### src/rtl/tmx_pkg.sv
package tmx_pkg;

    typedef enum logic {
        PH_EVEN = 1'b0,
        PH_ODD  = 1'b1
    } phase_t;

    typedef enum logic [1:0] {
        RX_FLUSH = 2'd0,
        RX_FILL  = 2'd1,
        RX_LIVE  = 2'd2
    } rx_state_t;

endpackage

### src/rtl/tmx_phase_gen.sv
module tmx_phase_gen
    import tmx_pkg::*;
(
    input  logic clk,
    input  logic rst,
    output logic eta
);

    phase_t state_q;
    phase_t state_d;

    // next-state selection: ADVANCE and WRAP
    always_comb begin
        state_d = state_q;
        unique case (state_q)
            PH_EVEN: state_d = PH_ODD;
            PH_ODD:  state_d = PH_EVEN;
            default: state_d = PH_EVEN;
        endcase
    end

    // state register
    always_ff @(posedge clk) begin
        if (rst) begin
            state_q <= PH_EVEN;
        end else begin
            state_q <= state_d;
        end
    end

    // outputs
    always_comb begin
        unique case (state_q)
            PH_EVEN: eta = 1'b0;
            PH_ODD:  eta = 1'b1;
            default: eta = 1'b0;
        endcase
    end

    AST_PHASE_TOGGLE: assert property (@(posedge clk) disable iff (rst)
        (!rst) |=> (eta != $past(eta)));

    AST_RESET_PHASE: assert property (@(posedge clk)
        rst |=> !eta);

endmodule

### src/rtl/tmx_main_side.sv
module tmx_main_side #(
    parameter int LINES = 2
) (
    input  logic               clk,
    input  logic               rst,
    input  logic               eta,
    input  logic [2*LINES-1:0] func_in,
    output logic [LINES-1:0]   line
);

    localparam int FUNCS = 2 * LINES;

    logic [FUNCS-1:0] hold_q;

    // load a coherent vector only on the edge that closes the odd phase
    always_ff @(posedge clk) begin
        if (rst) begin
            hold_q <= '0;
        end else if (eta) begin
            hold_q <= func_in;
        end
    end

    // one pair of held bits per shared wire, steered by the phase
    for (genvar i = 0; i < LINES; i++) begin : g_wire
        always_comb begin
            line[i] = eta ? hold_q[2*i+1] : hold_q[2*i];
        end
    end

    AST_HOLD_STEADY: assert property (@(posedge clk) disable iff (rst)
        (!eta) |=> $stable(hold_q));

endmodule

### src/rtl/tmx_periph_side.sv
module tmx_periph_side
    import tmx_pkg::*;
#(
    parameter int LINES = 2
) (
    input  logic               clk,
    input  logic               rst,
    input  logic               eta,
    input  logic [LINES-1:0]   line,
    output logic [2*LINES-1:0] func_out,
    output logic               out_valid
);

    localparam int FUNCS = 2 * LINES;

    rx_state_t        state_q;
    rx_state_t        state_d;
    logic [LINES-1:0] even_q;
    logic [FUNCS-1:0] out_q;

    // next-state selection: PRIMED, SETTLED
    always_comb begin
        state_d = state_q;
        if (eta) begin
            unique case (state_q)
                RX_FLUSH: state_d = RX_FILL;
                RX_FILL:  state_d = RX_LIVE;
                RX_LIVE:  state_d = RX_LIVE;
                default:  state_d = RX_FLUSH;
            endcase
        end
    end

    // state register
    always_ff @(posedge clk) begin
        if (rst) begin
            state_q <= RX_FLUSH;
        end else begin
            state_q <= state_d;
        end
    end

    // receiving slots: even slots wait in even_q, all slots commit at odd end
    for (genvar i = 0; i < LINES; i++) begin : g_slot
        always_ff @(posedge clk) begin
            if (rst) begin
                even_q[i]      <= 1'b0;
                out_q[2*i]     <= 1'b0;
                out_q[2*i+1]   <= 1'b0;
            end else if (!eta) begin
                even_q[i]      <= line[i];
            end else begin
                out_q[2*i]     <= even_q[i];
                out_q[2*i+1]   <= line[i];
            end
        end
    end

    // outputs
    always_comb begin
        func_out = out_q;
        unique case (state_q)
            RX_FLUSH: out_valid = 1'b0;
            RX_FILL:  out_valid = 1'b0;
            RX_LIVE:  out_valid = 1'b1;
            default:  out_valid = 1'b0;
        endcase
    end

    AST_OUT_HOLD: assert property (@(posedge clk) disable iff (rst)
        (!eta) |=> $stable(func_out));

    AST_VALID_STICKY: assert property (@(posedge clk) disable iff (rst)
        out_valid |=> out_valid);

    for (genvar i = 0; i < LINES; i++) begin : g_chk
        AST_ODD_CAPTURE: assert property (@(posedge clk) disable iff (rst)
            eta |=> (func_out[2*i+1] == $past(line[i])));

        AST_EVEN_CAPTURE: assert property (@(posedge clk) disable iff (rst)
            eta |=> (func_out[2*i] == $past(line[i], 2)));
    end

endmodule

### src/rtl/tmx_link.sv
module tmx_link #(
    parameter int LINES = 2
) (
    input  logic               clk,
    input  logic               rst,
    input  logic [2*LINES-1:0] func_in,
    output logic               eta,
    output logic [LINES-1:0]   link_line,
    output logic [2*LINES-1:0] func_out,
    output logic               out_valid
);

    localparam int FUNCS = 2 * LINES;

    tmx_phase_gen u_phase (
        .clk (clk),
        .rst (rst),
        .eta (eta)
    );

    tmx_main_side #(.LINES(LINES)) u_main (
        .clk     (clk),
        .rst     (rst),
        .eta     (eta),
        .func_in (func_in),
        .line    (link_line)
    );

    tmx_periph_side #(.LINES(LINES)) u_periph (
        .clk       (clk),
        .rst       (rst),
        .eta       (eta),
        .line      (link_line),
        .func_out  (func_out),
        .out_valid (out_valid)
    );

    initial begin
        AST_WIRE_COUNT: assert ($bits(link_line) * 2 == FUNCS);
    end

    for (genvar i = 0; i < LINES; i++) begin : g_link_chk
        AST_EVEN_WIRE: assert property (@(posedge clk) disable iff (rst)
            eta |=> (link_line[i] == $past(func_in[2*i])));
    end

endmodule

### config.mk
export PLATFORM = sky130hd
export DESIGN_NAME = tmx_link
export DESIGN_NICKNAME = d
export VERILOG_FILES = /design/src/rtl/tmx_pkg.sv /design/src/rtl/tmx_phase_gen.sv /design/src/rtl/tmx_main_side.sv /design/src/rtl/tmx_periph_side.sv /design/src/rtl/tmx_link.sv
export SDC_FILE = /design/constraint.sdc
export NUM_CORES = 1
export LEC_CHECK = 0
export BUFFER_PORTS_ARGS = -buffer_cell sky130_fd_sc_hd__buf_2
export CAP_MARGIN = 5
export CORE_MARGIN = 2
export CORE_UTILIZATION = 25
export DETAILED_ROUTE_END_ITERATION = 7
export RECOVER_POWER = 25
export SLEW_MARGIN = 25
export SYNTH_ARGS = -nofsm -noshare
export SYNTH_HDL_FRONTEND = slang
export SYNTH_HIERARCHICAL = 1
export SYNTH_SLANG_ARGS = --single-unit
### constraint.sdc
create_clock -name clk -period 1.05 [get_ports clk]
set_input_delay 0.1575 -clock clk [delete_from_list [all_inputs] [get_ports clk]]
set_output_delay 0.1575 -clock clk [all_outputs]
set_load 0.02 [all_outputs]
==> flow_metrics.py <==
metrics = {
    "clock_tree": {
        "cts_hold_buf": 0,
        "clk_pin_slew_ns": 0.08,
        "cts_made_buffers": 3,
        "htreeDepth": 1,
        "insertion_delay_ns": 0.28,
        "cts_tree": "yes",
        "cts.sinks": 13,
        "clockBufferDepth": 2,
        "clock-root-buffer": "clkbuf_4",
    },
    "sta": {
        "finalSetupViolCount": 8,
        "worst_slack_ns": -0.08423,
        "rsz0062_at_grt": "true",
        "tightest_slew_ns": 0.2307,
        "finalCritPeriodShare": 1.080,
        "skew_ns": 0.005444,
        "hold_viol_final": 0,
        "maxSlewViolCount": 0,
        "max-slew-margin-rel": 0.8462,
        "fmax_mhz": 881.7,
        "min_period_ns": 1.134,
    },
    "yosys": {
        "synth_top_cell_area_share": 0.5024,
        "ys_ff_latch": 13,
        "synth_warnings": 6,
        "synth_area_leaders": "dfxtp_1, mux2i_1, a21oi_1",
        "synthCells": 53,
        "avgSynthCellArea_sq_um": 9.774,
        "ys_seq_area_frac": 0.5024,
        "yosys.area.top_type": "dfxtp_1",
        "syn_nets": 61,
        "synth.distinct_cells": 11,
        "syn_area_sq_um": 518.0,
    },
    "cells_and_area": {
        "final_cell_area_sq_um": 762.0,
        "final_common_cell": "dfxtp_1",
        "antennaDiodeCount": 0,
        "area_growth_pct": 47.10,
        "final_cell_mix": "dfxtp_1, buf_2, buf_6, nor2_1",
        "final_nets": 85,
        "drive_gt1_frac": 0.4605,
    },
    "status": {
        "violations": "setup timing",
        "status": "complete, but fails checks",
    },
    "floorplanning": {
        "fp.dieW_microns": 49.52,
        "core.rowCount": 16,
        "start_util": 0.2640,
        "io_pins": 14,
        "die_h_microns": 49.52,
        "core_sq_um": 1962,
        "dieArea_sq_um": 2452,
    },
    "critical_path": {
        "critPathKind": "reg2out",
        "worst_setup_path_start_kind": "flop",
        "required_ns": 0.89,
        "path_max_fanout": 7,
        "r2r-start": "u_phase/state_q$_SDFF_PP0_",
        "r2r_cells": 5,
        "cp_data_arrival_time_ns": 0.98,
        "endpoint_kind": "output pin",
        "critPathLaunch": "u_phase/state_q$_SDFF_PP0_",
    },
    "drt": {
        "dr_wl_met3_microns": 44,
        "drc_errors": 0,
        "first_iter_violations": 4,
        "vias": 422,
        "met1_length_microns": 450,
        "wl_microns": 943,
        "vias_per_cell": 4.097,
        "met2WireLength_microns": 403,
        "dr.max_layer_used": "met4",
        "wl_per_cell_microns": 9.155,
        "postRouteAntennaNets": 0,
        "drt_pass1_iterations": 2,
    },
    "power": {
        "combPwrFrac": 0.180,
        "p_per_area_nw_per_um2": 1358,
        "intPower_uw": 768.9,
        "sequentialPowerShare": 0.518,
        "power.leakage_uw": 0.0003398,
        "swShare": 0.2567,
        "clockPowerShare": 0.302,
        "ir_drop_mv": 0.5250,
        "switching_power_uw": 265.6,
    },
    "placed_design": {
        "dpl.hpwl_microns": 576.7,
        "post-place-ws_ns": 0.08245,
        "placed_area_sq_um": 606.8,
        "gp_congestion": 0.7149,
        "portBuffers": 13,
    },
    "global_route": {
        "grt_pass1_vias": 349,
        "grt_pass1_wl_microns": 1524,
        "grt_usage": 0.08668,
        "grt.overflow.total": 0,
        "antenna_found_initial": 0,
        "grt_start_max_net_pins": 14,
    },
    "worst_hold_path": {
        "min-delay-start": "func_in[1]",
        "hold_path_class": "in2reg",
        "hold_path_depth": 3,
    },
    "flow_run": {
        "drv_cap": 0,
    },
}
[flip-flops by register name, indices dropped and copies added (netlist names)]
register           cells
u_periph/even_q        2
u_periph/func_out      4
u_phase/state_q        1
u_main/hold_q          4
u_periph/state_q       2
[critical path: stages, from the launching register on]
cell	delay, ns
dfxtp_4	0.39
nand2b_4	0.14
nand2_4	0.05
buf_6	0.12
[cell families after synthesis]
logic type,Yosys count,synth area share
fa+ha+maj,2,0.04830
flops,13,0.5024
buf+inv,5,0.06521
simple gates,21,0.2102
compound gates,6,0.05797
mux,6,0.1159
[final timing paths]
| path | slack, ns | end |
|---|---|---|
| worst max-delay path | -0.08 | link_line[1] |
| worst min-delay path | 0.11 | u_main/hold_q[1]$_SDFFE_PP0P_ |
| worst min register to register | 0.47 | u_periph/func_out[2]$_SDFFE_PP0P_ |
| worst max register to register | -0.03 | u_periph/state_q[1]$_SDFFE_PP0P_ |
[cell usage after synthesis]
library cell and count:
nand2_1 8, dfxtp_1 13, buf_6 2, nor2_1 7
a21oi_1 6, inv_1 2, nand2b_1 4, nand2b_4 2
buf_1 1, mux2i_1 6, ha_1 2
[power by group through the flow]
stage          sequential [uW]  combinational, uW  clock, uW
4_1_cts                    536                174        325
5_1_grt                    539                203        347
3_5_place_dp               552                117          0
6_report                   536                186        312
3_3_place_gp               551                113          0
2_1_floorplan              549               92.4          0
[per-stage QoR]
step / setup TNS (ns) / std cells / total power [uW] / utilization / hold WS [ns]
6_report: -0.3176 / 103 / 1034 / 0.3884 / 0.1115
5_1_grt: -0.7199 / 103 / 1090 / 0.3884 / 0.1256
4_1_cts: -0.3369 / 102 / 1035 / 0.3763 / 0.1072
3_5_place_dp: 0 / 91 / 668.9 / 0.3093 / 0.4065
3_3_place_gp: 0 / 91 / 664.6 / 0.3093 / 0.3951
2_1_floorplan: 0 / 53 / 641.2 / - / 0.2146
[per-layer routing]
layer,track usage,vias up
met5,0,-
met1,0.1073,189
met2,0.1089,13
li1,-,215
met4,0.09722,0
met3,0.02727,5
[final cells by class]
type | count | area, sq um
fillers | 215 | 1200
flip-flops and latches | 13 | 266.5
multi-input cells | 35 | 259.0
repair buffers | 22 | 168.9
well taps | 27 | 33.78
clock buffers | 4 | 26.28
inverters | 2 | 7.507
[timing repair]
| item | CTS | global route |
|---|---|---|
| pin swaps | 2 | 0 |
| endpoints found under the hold margin | 0 | 0 |
| endpoints found under the setup margin | 4 | 8 |
| buffers inserted | 7 | 1 |
| resized for setup | 15 | 4 |
Power figures use the tool's default switching activity.
